$ cat src/rtl/sync_div_pkg.sv
package sync_div_pkg;

    localparam int DEF_DIV_RATIO   = 8;
    localparam int DEF_SYNC_STAGES = 2;
    localparam int DEF_LOSS_TMO    = 4;
    localparam int DEF_FRUN_DIV    = 1;

    typedef enum logic {
        SRC_SCLK = 1'b0,
        SRC_FRUN = 1'b1
    } ramp_src_e;

    typedef struct packed {
        logic frun_rise;
        logic sclk_rise;
    } edge_evt_t;

    function automatic int stagger_offset(input int ratio);
        return ratio / 2;
    endfunction

endpackage

$ cat src/rtl/edge_sync.sv
module edge_sync #(
    parameter int STAGES = 2
) (
    input  logic clk,
    input  logic rst,
    input  logic din,
    output logic rise
);
    logic [STAGES-1:0] sh_q;
    logic              last_q;

    always_ff @(posedge clk) begin
        if (rst) begin
            sh_q   <= '0;
            last_q <= 1'b0;
        end else begin
            sh_q   <= {sh_q[STAGES-2:0], din};
            last_q <= sh_q[STAGES-1];
        end
    end

    assign rise = sh_q[STAGES-1] & ~last_q;

endmodule

$ cat src/rtl/phase_div.sv
module phase_div
    import sync_div_pkg::*;
#(
    parameter int DIV_RATIO = DEF_DIV_RATIO
) (
    input  logic clk,
    input  logic rst,
    input  logic tick,
    input  logic init_stb,
    input  logic bank_hi,
    output logic wrap
);
    localparam int PW = $clog2(DIV_RATIO);
    localparam logic [PW-1:0] LAST_PH = PW'(DIV_RATIO - 1);
    localparam logic [PW-1:0] STAG_PH = PW'(stagger_offset(DIV_RATIO));

    logic [PW-1:0] phase_q;
    logic [PW-1:0] load_ph;

    assign load_ph = bank_hi ? '0 : STAG_PH;

    always_ff @(posedge clk) begin
        if (rst) begin
            phase_q <= '0;
        end else if (init_stb) begin
            phase_q <= load_ph;
        end else if (tick) begin
            phase_q <= phase_q + 1'b1;
        end
    end

    assign wrap = tick & ~init_stb & (phase_q == LAST_PH);


    init_load_chk: assert property (@(posedge clk) disable iff (rst)
        init_stb |=> (phase_q == ($past(bank_hi) ? '0 : STAG_PH)));


    uv_clear_chk: assert property (@(posedge clk) disable iff (rst)
        $past(rst) |-> (phase_q == '0));

endmodule

$ cat src/rtl/loss_mon.sv
module loss_mon #(
    parameter int TIMEOUT = 4
) (
    input  logic clk,
    input  logic rst,
    input  logic sclk_rise,
    input  logic frun_rise,
    output logic lost
);
    localparam int LW = $clog2(TIMEOUT + 1);

    logic [LW-1:0] idle_q;

    always_ff @(posedge clk) begin
        if (rst) begin
            idle_q <= '0;
            lost   <= 1'b0;
        end else if (sclk_rise) begin
            idle_q <= '0;
            lost   <= 1'b0;
        end else if (frun_rise && !lost) begin
            if (idle_q == LW'(TIMEOUT - 1)) begin
                lost <= 1'b1;
            end else begin
                idle_q <= idle_q + 1'b1;
            end
        end
    end


    sclk_return_chk: assert property (@(posedge clk) disable iff (rst)
        sclk_rise |=> !lost);

endmodule

$ cat src/rtl/frun_div.sv
module frun_div #(
    parameter int FRUN_DIV = 1
) (
    input  logic clk,
    input  logic rst,
    input  logic tick,
    output logic pulse
);
    localparam int CW = (FRUN_DIV > 1) ? $clog2(FRUN_DIV) : 1;
    localparam logic [CW-1:0] LAST_C = CW'(FRUN_DIV - 1);

    logic [CW-1:0] cnt_q;

    always_ff @(posedge clk) begin
        if (rst) begin
            cnt_q <= '0;
        end else if (tick) begin
            cnt_q <= (cnt_q == LAST_C) ? '0 : cnt_q + 1'b1;
        end
    end

    assign pulse = tick & (cnt_q == LAST_C);

endmodule

$ cat src/rtl/sync_ramp_gen.sv
module sync_ramp_gen
    import sync_div_pkg::*;
#(
    parameter int DIV_RATIO    = DEF_DIV_RATIO,
    parameter int SYNC_STAGES  = DEF_SYNC_STAGES,
    parameter int LOSS_TIMEOUT = DEF_LOSS_TMO,
    parameter int FRUN_DIV     = DEF_FRUN_DIV
) (
    input  logic clk,
    input  logic rst,
    input  logic sclk_in,
    input  logic frun_in,
    input  logic init_stb,
    input  logic bank_hi,
    input  logic en_in,
    output logic ramp_start
);
    localparam int N_SRC = 2;

    logic [N_SRC-1:0] raw_lvl;
    logic [N_SRC-1:0] raw_rise;
    edge_evt_t        evt;
    logic             div_wrap;
    logic             frun_pulse;
    logic             lost;
    ramp_src_e        src;

    assign raw_lvl = {frun_in, sclk_in};

    for (genvar g = 0; g < N_SRC; g++) begin : g_sync
        edge_sync #(.STAGES(SYNC_STAGES)) u_sync (
            .clk  (clk),
            .rst  (rst),
            .din  (raw_lvl[g]),
            .rise (raw_rise[g])
        );
    end

    assign evt = '{frun_rise: raw_rise[1], sclk_rise: raw_rise[0]};

    phase_div #(.DIV_RATIO(DIV_RATIO)) u_phase (
        .clk      (clk),
        .rst      (rst),
        .tick     (evt.sclk_rise),
        .init_stb (init_stb),
        .bank_hi  (bank_hi),
        .wrap     (div_wrap)
    );

    loss_mon #(.TIMEOUT(LOSS_TIMEOUT)) u_loss (
        .clk       (clk),
        .rst       (rst),
        .sclk_rise (evt.sclk_rise),
        .frun_rise (evt.frun_rise),
        .lost      (lost)
    );

    frun_div #(.FRUN_DIV(FRUN_DIV)) u_frun (
        .clk   (clk),
        .rst   (rst),
        .tick  (evt.frun_rise),
        .pulse (frun_pulse)
    );

    assign src = lost ? SRC_FRUN : SRC_SCLK;

    always_ff @(posedge clk) begin
        if (rst) begin
            ramp_start <= 1'b0;
        end else begin
            ramp_start <= (src == SRC_FRUN) ? frun_pulse : div_wrap;
        end
    end


    reset_quiet_chk: assert property (@(posedge clk) disable iff (rst)
        $past(rst) |-> !ramp_start);


    pulse_width_chk: assert property (@(posedge clk) disable iff (rst)
        ramp_start |=> !ramp_start);


    init_collide_chk: assert property (@(posedge clk) disable iff (rst)
        (init_stb && evt.sclk_rise && !lost) |=> !ramp_start);


    en_no_effect_chk: assert property (@(posedge clk) disable iff (rst)
        ((en_in != $past(en_in)) && !lost && !div_wrap) |=> !ramp_start);


    frun_follow_chk: assert property (@(posedge clk) disable iff (rst)
        (lost && frun_pulse) |=> ramp_start);

endmodule

$ cat config.mk
export PLATFORM = sky130hd
export DESIGN_NAME = sync_ramp_gen
export DESIGN_NICKNAME = d
export VERILOG_FILES = /design/src/rtl/sync_div_pkg.sv /design/src/rtl/edge_sync.sv /design/src/rtl/phase_div.sv /design/src/rtl/loss_mon.sv /design/src/rtl/frun_div.sv /design/src/rtl/sync_ramp_gen.sv
export SDC_FILE = /design/constraint.sdc
export NUM_CORES = 1
export LEC_CHECK = 0
export BUFFER_PORTS_ARGS = -buffer_cell sky130_fd_sc_hd__buf_2
export CORE_AREA = 2 2 39 41
export CTS_CLUSTER_DIAMETER = 150
export DETAILED_ROUTE_END_ITERATION = 10
export DIE_AREA = 0 0 41 43
export SYNTH_ARGS = -nofsm -noshare
export SYNTH_HDL_FRONTEND = slang
export SYNTH_SLANG_ARGS = --single-unit
$ cat constraint.sdc
create_clock -name clk -period 2.59 [get_ports clk]
set_clock_uncertainty 0.05 [all_clocks]
set_input_delay 0.259 -clock clk [delete_from_list [all_inputs] [get_ports clk]]
set_output_delay 0.259 -clock clk [all_outputs]
set_load 0.01 [all_outputs]
# ---- Word-level counts from Yosys, hierarchy flattened
# Cells that the tools add are included.
dict set report classes {
  add_sub_neg 3
  n_eq_ne 2
  mux 6
  bitwise_logic 10
  reduce_logical 6
}
# operator n
set ops {}
lappend ops {{3-bit 2-to-1 mux} 3}
lappend ops {{3-bit by 1-bit adder with 3-bit output (second input constant)} 2}
lappend ops {{1-bit AND} 5}
lappend ops {{1-bit NOT} 5}
lappend ops {{2-bit AND reduction} 2}
lappend ops {{3-bit by 2-bit == test with 1-bit output (second input constant)} 1}
lappend ops {{3-bit == test (second input constant)} 1}
lappend ops {{1-bit 2-to-1 mux} 3}
lappend ops {{2-bit nonzero test} 1}
lappend ops {{2-bit OR reduction} 1}
lappend ops {{1-bit adder (second input constant)} 1}
lappend ops {{1-bit logical AND} 1}
lappend ops {{1-bit logical NOT} 1}
dict set report word_totals {
  reg_bits 15
  inputBits 7
}

# ---- Logic depth before layout (Yosys ltp)
# Gate-level depths: netlist (run 1).
dict set report logic_depth {
  depth_word 5
  mapped_depth 5
  depth_no_buf 5
}

# ---- Modules after synthesis
# A second synthesis (run 1) with hierarchy kept.
dict set report hier_totals {
  hier_cells 50
  area_unflattened_um2 579.3
}
# mod instances cells_per_inst area_per_inst_um2 seq_area_each_um2
set modules_own_cells {}
lappend modules_own_cells {loss_mon 1 19 211.5 80.1}
lappend modules_own_cells {edge_sync 2 7 87.6 60.1}
lappend modules_own_cells {phase_div 1 13 151.4 60.1}
lappend modules_own_cells {sync_ramp_gen 1 3 33.8 20.0}
lappend modules_own_cells {frun_div 1 1 7.5 0.0}

# ---- Worst setup path before layout (run 1)
# No wires, ideal clock.
dict set report synth_timing {
  kind {register to register}
  startpoint {register u_loss.idle_q[0]}
  endpoint {register u_loss.idle_q[2]}
  setup_ps 103
  t_arrival_ps 1411
  required_ps 2437
  slack_ps 1026
  stages_incl_launch_ff 6
  n_path_buf 0
  synth_period_minus_slack_ps 1564
  cell_sequence {dfxtp_1 ha_1 ha_1 nor4b_4 nor2_1 a2111oi_2}
}
dict set report synth_between {
  elab_chain_cells 3
  elab_cells_between_ends 4
}
# element line
set synth_lines {}
lappend synth_lines {{start, declared} loss_mon.sv:12} ;# logic [LW-1:0] idle_q;
lappend synth_lines {{start signal, assigned} loss_mon.sv:25} ;# idle_q <= idle_q + 1'b1;
lappend synth_lines {{branches (longest 3 deep; another with 3-bit by 1-bit adder with 3-bit output)} n/a}
# Several ways; the timed one is not identified.
# A chain may end at the register's enable or synchronous reset.

# ---- Worst setup path after layout (run 1)
# Same ends and word-level chain as after synthesis.

==> key figures, run 1 <==
Die
  • Std-Cell Core Area: 1384 sq um
  • Die W: 41 microns
  • Placement Rows: 14
  • Die Y: 43 microns
  • Die area: 1763 sq um
  • Initial Util: 39.51%
  • Ports: 8

Placement
  • GP Congestion: 0.6071
  • Detail Placement HPWL: 642.2 microns
  • IO buf count: 6

Worst setup path
  • R2R Setup Slk: 0.91 ns
  • Crit-path leading delay family: simple AND/OR/NAND/NOR gates
  • Most frequent cell on the critical path: ha_1
  • Worst path slowest cell: nor4b_4
  • CP Capture Type: register
  • Worst-path fanout max: 4
  • R2r startpoint: u_loss.idle_q[0]
  • Crit path DAT: 1.80 ns
  • Register-to-Register Path Depth: 5
  • Critical setup path kind: register to register
  • CP peak stage delay: 0.37 ns
  • Worst Path Buf+Inv: 0
  • CP cell instances: ha_1 > ha_1 > nor4b_4 > nor2_1 > a2111oi_2
  • Worst path required time: 2.71 ns
  • Reg2Reg Capture Point: u_loss.idle_q[2]
  • CP startpoint kind: register

Logic synthesis
  • Seq/Total Area, Yosys: 51.26%
  • Syn_nets: 60
  • Largest family of logic cells by synthesized area: simple AND/OR/NAND/NOR gates
  • Synth Area in Compound Gates: 6.178%
  • Mux cell area share after synthesis: 3.661%
  • Simple-gate share of the synthesized area: 24.26%
  • Synthesis Warnings: 0
  • Mapped Avg Cell Area: 11.16 sq um
  • Adder-Cell Fraction of Synth Area: 9.153%
  • Synth Cell Area: 546.8 sq um
  • Gate count of the mapped netlist: 49
  • Xor/xnor share of the synthesized area: 3.204%
  • Post-synth cell types: 17
  • Seq cells post-synth: 14

STA
  • WHS: 0.1343 ns
  • Final Max Tran Viols: 0
  • Tightest Pin Transition: 0.6154 ns
  • Tmin final: 1.680 ns
  • RSZ-0062 raised after global routing: false
  • Hold Vio Cnt, Final: 0
  • Fin crit share: 64.87%
  • Slew HR: 58.89%
  • Post-route setup TNS: 0 ns
  • Setup-failing EPs final: 0
  • Fmax: 595.2 MHz

Clocking
  • Cts-stage hold buffer count: 0
  • Post-CTS Setup Inserts: 0
  • Worst-Skew Late Latency: 0.27 ns
  • H-tree lvl count: 1
  • Clock buffer count from CTS: 3
  • CTS resizes: 0
  • Clock transition at path regs: 0.08 ns
  • CTS tree: yes
  • CTS root buf: clkbuf_4
  • CTS max path bufs: 2
  • Clk sinks: 14

Drt
  • Routed vias: 352
  • Post-route ant nets: 0
  • Routed wire length: 843 microns
  • Router iterations before antenna repair: 1
  • Initial detailed-routing violation count: 0
  • # DRC: 0
  • WL/cell: 11.71 microns
  • Routed vias/inst: 4.889

GRT
  • Initial antenna violation count: 0
  • Largest net degree at the start of global routing: 15
  • First-pass GRT wire length: 1373 microns
  • GRT overflow: 0
  • GRT Total Usage: 12.12%
  • Vias in the first global route: 329

Power
  • P per Cell Area: 597.0 nW/um^2
  • Leakage: 0.2402 nW
  • Worst vdd ir: 0.3159 mV

Cells and area
  • Nets: 69
  • # diodes: 0
  • Ratio of cells with drive above 1 in the final layout: 19.64%
  • # fillers: 139
  • Area Growth Syn to Fin: 11.67%

Run status
  • Outcome: finished, final reports clean

Worst hold path
  • Number of cells on the worst hold path: 2
  • HP Class: input pin to register
  • Hold worst-path end: u_phase.phase_q[2]
  • Hold wc startpoint: bank_hi

Flow run
  • Number of max-cap violations: 0
==> logic make-up (layout without fill, tap and decap cells) <==
family,Yosys count,count (layout)
buffers and inverters,3,10
adder cells (fa/ha/maj),4,4
multiplexers,2,2
flip-flops,14,14
AND/OR/NAND/NOR,20,20
AO/OA/AOI/OAI,4,4
XOR/XNOR,2,2
==> cells in the final DEF (no fill, tap or decap), drive strengths merged, types with 2 or more instances in the layout <==
master   instances
ha               4
mux2i            2
a2111oi          2
dfxtp           14
nor2b            8
xnor2            2
a21oi            2
clkbuf           3
buf              6
nor3             7
==> where the power goes <==
| group | internal [mW] | leakage (nW) | switching (mW) |
|---|---|---|---|
| sequential | 0.222 | 0.114 | 0.00373 |
| clock | 0.0537 | 0.0138 | 0.0610 |
| combinational | 0.0120 | 0.112 | 0.0120 |
==> stage by stage <==
| stage | total power [mW] | setup WS [ns] | cells | cell area (sq um) | util [%] |
|---|---|---|---|---|---|
| floorplan | 0.2473 | 1.026 | 49 | 546.8 | - |
| global placement | 0.2544 | 0.9437 | 69 | 588.1 | 42.50 |
| detailed placement | 0.2556 | 0.9050 | 69 | 588.1 | 42.50 |
| CTS | 0.3737 | 0.8873 | 72 | 610.6 | 44.12 |
| global route | 0.3822 | 0.7839 | 72 | 610.6 | 44.12 |
| finish | 0.3645 | 0.9100 | 72 | 610.6 | 44.12 |
==> synthesized netlist by cell type <==
cell | count | area, sq um
ha_1 | 4 | 50.05
nor2b_1 | 8 | 50.05
a2111oi_2 | 1 | 15.01
nand2_1 | 1 | 3.750
inv_1 | 1 | 3.750
mux2i_1 | 2 | 20.02
clkbuf_1 | 1 | 3.750
a21oi_1 | 2 | 10.01
nor3_1 | 7 | 35.03
dfxtp_1 | 14 | 280.3
xnor2_1 | 2 | 17.52
nand2b_1 | 1 | 6.260
a2111oi_0 | 1 | 8.760
nor2_1 | 1 | 3.750
buf_2 | 1 | 5.000
nor4b_4 | 1 | 23.77
or4b_1 | 1 | 10.01
==> layout make-up <==
cell class | count | area (sq um) | share of cell area, %
timing repair buffer | 6 | 30.03 | 4.918
sequential | 14 | 280.3 | 45.90
multi-input combinational | 32 | 254.0 | 41.60
inverter | 1 | 3.754 | 0.6148
tap | 16 | 20.02 | 3.279
clock buffer | 3 | 22.52 | 3.689
==> worst max-delay path by stage <==
stage	startpoint	endpoint	slack, ns	depth (start not counted)
after floorplan	u_loss.idle_q[0]	u_loss.idle_q[2]	1.03	5
after global placement	u_loss.idle_q[0]	u_loss.idle_q[2]	0.94	5
after detailed placement	u_loss.idle_q[0]	u_loss.idle_q[2]	0.90	5
after CTS	u_loss.idle_q[0]	u_loss.idle_q[2]	0.89	5
after global routing	u_loss.idle_q[0]	u_loss.idle_q[2]	0.78	5
final	u_loss.idle_q[0]	u_loss.idle_q[2]	0.91	5
==> metal layers <==
layer	GRT usage, %	vias up	share of wire (%)
met4	10.00	0	1.1
met3	3.141	2	3.0
li1	-	186	-
met2	17.19	4	49
met1	14.43	160	47
met5	0	-	0
==> flip-flops by register name, indices dropped and copies added (netlist names) <==
name                  flops
u_loss.lost               1
ramp_start                1
g_sync.u_sync.last_q      2
u_phase.phase_q           3
g_sync.u_sync.sh_q        4
u_loss.idle_q             3
No activity file was read; power rests on OpenSTA's default activity.
==> run 2: changes to the inputs <==
- clock period: 2.59 -> 1.75 ns (I/O delays scaled with it)
==> run 2 against run 1 <==
Non-clock buffer count up 2; routed wire length down 12%; critical path depth up 1; hold slack worse by 0.091 ns; count of clock-buffer cells in the layout unchanged; first-iteration DRC count up 2; sequential share of layout area down 1.1 points; final area up 2.5%; global-route usage down 0.58 points; sequential power up 48%; worst setup slack worse by 0.72 ns; via count down 0.28%; largest power group unchanged.
==> key figures, run 2 (synthesis gave the netlist of run 1 again) <==
Cells and area
  • Nets: 71 (+2.9%)
  • Non-filler instance count after layout: 74 (+2.8%)
  • Commonest cells after routing, fill and taps aside: 14 x dfxtp_1, 8 x nor2b_1, 7 x nor3_1, 6 x buf_2, 4 x ha_1
  • Commonest non-fill, non-tap cell in the layout: dfxtp_1
  • Reg with most FFs: g_sync.u_sync.sh_q
  • Number of flip-flops in the largest register: 4 (unchanged)
  • Finished Cell Area: 625.6 sq um (+2.5%)
  • Biggest registers after layout: g_sync.u_sync.sh_q: 4 flops, u_loss.idle_q: 3 flops, u_phase.phase_q: 3 flops
  • Utilization after layout: 45.21% (+1.1 points)
  • Ratio of cells with drive above 1 in the final layout: 22.41% (+2.8 points)
  • Area Growth Syn to Fin: 14.42%
  • # diodes: 0 (unchanged)

Power
  • P per Cell Area: 869.7 nW/um^2 (+46%)
  • Total power: 0.5441 mW (+49%)
  • Leakage: 0.2508 nW (+4.4%)
  • Worst vdd ir: 0.3269 mV (+3.5%)

Drt
  • Routed vias: 351 (-0.28%)
  • Router iterations before antenna repair: 2 (+1)
  • # DRC: 0 (unchanged)
  • WL/cell: 10.03 microns (-14%)
  • Post-route ant nets: 0 (unchanged)
  • Routed vias/inst: 4.743 (-3.0%)
  • Routed wire length: 742 microns (-12%)
  • Initial detailed-routing violation count: 2 (+2)

Die
  • Die area: 1763 sq um (unchanged)
  • Die Y: 43 microns (unchanged)
  • Ports: 8 (unchanged)
  • Initial Util: 39.51% (unchanged)
  • Std-Cell Core Area: 1384 sq um (unchanged)
  • Die W: 41 microns (unchanged)
  • Placement Rows: 14 (unchanged)

Worst setup path
  • Worst Path Buf+Inv: 1 (+1)
  • CP peak stage delay: 0.33 ns (-0.04 ns)
  • CP startpoint kind: register
  • CP Capture Type: register
  • Worst setup startpoint: u_loss.idle_q[0]
  • Most frequent cell on the critical path: ha_1
  • Crit path DAT: 1.67 ns (-0.13 ns)
  • R2R Setup Slk: 0.19 ns (-0.72 ns)
  • R2r startpoint: u_loss.idle_q[0]
  • Critical setup path kind: register to register
  • Worst path slowest cell: dfxtp_1
  • Worst path required time: 1.85 ns (-0.86 ns)
  • Crit-path leading delay family: adder cells
  • Worst-path fanout max: 3 (-1)
  • CP cell instances: ha_1 > ha_1 > nor4b_4 > buf_4 > mux2i_1 > nor3_1

Placement
  • GP Congestion: 0.5556 (-8.5%)
  • DP Worst Slack: 0.1929 ns (-0.7121 ns)
  • Placed Cells: 71 (+2.9%)
  • IO buf count: 6 (unchanged)
  • Detail Placement HPWL: 545.1 microns (-15%)
  • Placement Cell Area: 603.1 sq um (+2.6%)

STA
  • Hold Vio Cnt, Final: 0 (unchanged)
  • Post-route setup TNS: 0 ns (unchanged)
  • Tightest Pin Transition: 0.2930 ns (-0.3224 ns)
  • Post-route setup slack: 0.1873 ns (-0.7227 ns)
  • Slew HR: 79.96% (+21 points)
  • Tmin final: 1.563 ns (-0.1173 ns)
  • Setup-failing EPs final: 0 (unchanged)
  • RSZ-0062 raised after global routing: false
  • Final Max Tran Viols: 0 (unchanged)
  • Fin crit share: 89.30% (+24 points)
  • WHS: 0.04336 ns (-0.09094 ns)
  • Fmax: 639.9 MHz (+7.5%)

Clocking
  • CTS root buf: clkbuf_4
  • Cts-stage hold buffer count: 0 (unchanged)
  • Worst-Skew Late Latency: 0.27 ns (about the same)
  • CTS resizes: 0 (unchanged)
  • CTS max path bufs: 2 (unchanged)
  • Clock transition at path regs: 0.07 ns (about the same)
  • Post-CTS Setup Inserts: 0 (unchanged)
  • CTS tree: yes
  • Clk sinks: 14 (unchanged)
  • Clock buffer count from CTS: 3 (unchanged)
  • H-tree lvl count: 1 (unchanged)

Run status
  • Outcome: finished, final reports clean

GRT
  • First-pass GRT wire length: 1297 microns (-5.5%)
  • Largest net degree at the start of global routing: 15 (unchanged)
  • Vias in the first global route: 314 (-4.6%)
  • GRT Total Usage: 11.54% (-0.58 points)
  • Initial antenna violation count: 0 (unchanged)
  • GRT overflow: 0 (unchanged)

Flow run
  • Number of max-cap violations: 0 (unchanged)

Worst hold path
  • Hold wc startpoint: bank_hi
  • HP Class: input pin to register
run 2: changes by cell type in the layout (fill, tap and decap cells not counted):
cell   previous run  this run
buf_4             0         2
run 2: where the power goes:
group	internal [mW]	switching, mW	total (mW)
logic	0.0200	0.0180	0.0380
clock network	0.0797	0.0924	0.172
registers	0.329	0.00529	0.334
run 2: area by class of cell:
type | instances | area (sq um)
Fill cell | 139 | 758.2
Sequential cell | 14 | 280.3
Multi-Input combinational cell | 32 | 254.0
Timing Repair Buffer | 8 | 45.04
Clock buffer | 3 | 22.52
Tap cell | 16 | 20.02
Inverter | 1 | 3.754
run 2: metal layers:
layer | part of all wire, % | vias to the layer above | GRT usage [%]
li1 | - | 188 | -
met1 | 49 | 155 | 14.85
met2 | 45 | 6 | 15.00
met3 | 3.6 | 2 | 3.141
met4 | 2.4 | 0 | 10.00
met5 | 0 | - | 0
run 2: final timing paths:
| check | to | cells past startpoint |
|---|---|---|
| min reg2reg | g_sync[1].u_sync.sh_q[1] | 1 |
| min | u_phase.phase_q[2] | 2 |
| max | u_loss.idle_q[1] | 6 |
| max reg2reg | u_loss.idle_q[1] | 6 |
run 2: worst register-to-register path: stages (launching register included):
cell	delay, ns
dfxtp_1	0.33
ha_1	0.19
ha_1	0.22
nor4b_4	0.24
buf_4	0.18
mux2i_1	0.18
nor3_1	0.06
==> run 3: changes to the inputs <==
- CTS_CLUSTER_DIAMETER: 150 -> 30
- clock period: 1.75 -> 1.5 ns (I/O delays scaled with it)
==> run 3 against run 2 <==
Sequential power grew 17%; largest power group unchanged; utilization is 4.1 points higher; register-to-register slack worse by 0.15 ns; power grew 30%; cell count grew 4.1%; first-iteration DRC count unchanged.
==> key figures, run 3 (synthesis gave the netlist of run 1 again) <==
Worst setup path
  • CP startpoint kind: register
  • Worst-path fanout max: 4 (+1)
  • R2R Setup Slk: 0.04 ns (-0.15 ns)
  • Worst Path Buf+Inv: 0 (-1)
  • Crit-path leading delay family: simple AND/OR/NAND/NOR gates
  • Most frequent cell on the critical path: ha_4
  • CP Capture Type: register
  • CP cell instances: ha_4 > ha_4 > nor4b_4 > xnor2_1 > nor3_1
  • CP peak stage delay: 0.34 ns (about the same)
  • Worst path required time: 1.64 ns (-0.21 ns)
  • Crit path DAT: 1.60 ns (-0.07 ns)
  • Worst path slowest cell: dfxtp_2
  • Critical setup path kind: register to register

Cells and area
  • Ratio of cells with drive above 1 in the final layout: 32.79% (+10 points)
  • Nets: 73 (+2.8%)
  • Reg with most FFs: g_sync.u_sync.sh_q
  • Area Growth Syn to Fin: 24.71%
  • Commonest non-fill, non-tap cell in the layout: dfxtp_1
  • Number of flip-flops in the largest register: 4 (unchanged)
  • Commonest cells after routing, fill and taps aside: 12 x dfxtp_1, 8 x nor2b_1, 7 x nor3_1, 6 x buf_2, 4 x buf_4
  • # diodes: 0 (unchanged)
  • Biggest registers after layout: g_sync.u_sync.sh_q: 4 flops, u_loss.idle_q: 3 flops, u_phase.phase_q: 3 flops

Placement
  • GP Congestion: 0.6412 (+15%)
  • IO buf count: 6 (unchanged)
  • Detail Placement HPWL: 630.6 microns (+16%)
  • DP Worst Slack: -0.07607 ns (-0.2689 ns)

GRT
  • Vias in the first global route: 391 (+25%)
  • GRT Total Usage: 12.87% (+1.3 points)
  • First-pass GRT wire length: 1511 microns (+16%)
  • Largest net degree at the start of global routing: 15 (unchanged)
  • GRT overflow: 0 (unchanged)
  • Initial antenna violation count: 0 (unchanged)

STA
  • Final Max Tran Viols: 0 (unchanged)
  • Hold Vio Cnt, Final: 0 (unchanged)
  • Tightest Pin Transition: 0.3330 ns (+0.03997 ns)
  • Slew HR: 77.23% (-2.7 points)
  • Post-route setup slack: 0.03657 ns (-0.1507 ns)
  • Tmin final: 1.463 ns (-0.09932 ns)
  • RSZ-0062 raised after global routing: true
  • Setup-failing EPs final: 0 (unchanged)
  • Fin crit share: 97.56% (+8.3 points)
  • Fmax: 683.3 MHz (+6.8%)

Power
  • Worst vdd ir: 0.5578 mV (+71%)
  • P per Cell Area: 1038 nW/um^2 (+19%)
  • Leakage: 0.2667 nW (+6.3%)
  • Total power: 0.7078 mW (+30%)

Clocking
  • Clk sinks: 14 (unchanged)
  • CTS max path bufs: 2 (unchanged)
  • Clock buffer count from CTS: 3 (unchanged)
  • H-tree lvl count: 1 (unchanged)
  • CTS tree: yes
  • Cts-stage hold buffer count: 0 (unchanged)
  • CTS root buf: clkbuf_4
  • Worst-Skew Late Latency: 0.28 ns (about the same)
  • Clock transition at path regs: 0.08 ns (about the same)

Drt
  • Initial detailed-routing violation count: 2 (unchanged)
  • Router iterations before antenna repair: 2 (unchanged)
  • # DRC: 0 (unchanged)
  • Routed vias/inst: 4.818 (+1.6%)
  • Post-route ant nets: 0 (unchanged)
  • Routed wire length: 859 microns (+16%)
  • Routed vias: 371 (+5.7%)
  • WL/cell: 11.16 microns (+11%)

Die
  • Ports: 8 (unchanged)
  • Die area: 1763 sq um (unchanged)
  • Die W: 41 microns (unchanged)
  • Initial Util: 39.51% (unchanged)
  • Die Y: 43 microns (unchanged)
  • Placement Rows: 14 (unchanged)
  • Std-Cell Core Area: 1384 sq um (unchanged)

Flow run
  • Number of max-cap violations: 0 (unchanged)

Worst hold path
  • HP Class: input pin to register

Run status
  • Outcome: finished, final reports clean
run 3: cell count changes in the layout (fill, tap and decap cells not counted):
| cell | change |
|---|---|
| buf_4 | +2 |
| clkbuf_8 | +1 |
| dfxtp_1 | -2 |
| dfxtp_2 | +2 |
| ha_1 | -2 |
| ha_4 | +2 |
run 3: routing by layer:
| metal | up-vias | track usage, % | wire (microns) |
|---|---|---|---|
| met3 | 2 | 3.141 | 27 |
| li1 | 196 | - | - |
| met4 | 0 | 10.00 | 9 |
| met1 | 169 | 15.89 | 433 |
| met5 | - | 0 | 0 |
| met2 | 4 | 18.13 | 389 |
run 3: path summary, 6_finish.rpt:
kind / start / end / cells past startpoint
max: u_loss.idle_q[0] / u_loss.idle_q[0] / 5
max reg2reg: u_loss.idle_q[0] / u_loss.idle_q[0] / 5
min reg2reg: g_sync[0].u_sync.sh_q[0] / g_sync[0].u_sync.sh_q[1] / 1
min: bank_hi / u_phase.phase_q[2] / 2
run 3: metrics by stage:
| stage | cells | hold slack [ns] | utilization (%) | setup TNS [ns] | cell area (sq um) |
|---|---|---|---|---|---|
| floorplan | 49 | 0.1716 | - | 0 | 549.3 |
| global placement | 72 | 0.3083 | 44.30 | -0.1601 | 613.1 |
| detailed placement | 72 | 0.3131 | 44.30 | -0.1839 | 613.1 |
| CTS | 77 | 0.01340 | 48.46 | 0 | 670.6 |
| global route | 77 | 0.03752 | 49.28 | -0.09802 | 681.9 |
| finish | 77 | 0.02440 | 49.28 | 0 | 681.9 |
run 3: what timing repair did:
action / in CTS / in global routing
pin swaps: 3 / 3
gates resized for setup: 3 / 2
gates cloned: 0 / 0
setup endpoints to repair: 3 / 3
setup buffers: 1 / 0
run 3: final cells by class:
class	count	area [sq um]
Fill cell	122	701.9
Tap cell	16	20.02
Clock buffer	4	36.28
Timing Repair Buffer	10	60.06
Inverter	1	3.754
Multi-Input combinational cell	32	279.0
Sequential cell	14	282.8
run 3: power breakdown:
| part | total, mW | switching, mW | internal (mW) |
|---|---|---|---|
| Sequential | 0.391 | 0.00740 | 0.384 |
| Combinational | 0.0509 | 0.0234 | 0.0274 |
| Clock | 0.266 | 0.118 | 0.148 |
| Total | 0.708 | 0.149 | 0.559 |
run 3: worst register-to-register path: cells and delay by family (launching register included):
kind                       cells  cell delay (ns)
adders and majority gates      2             0.32
DFF                            1             0.34
xor gates and xnor gates       1             0.13
and+or+nand+nor                2             0.54
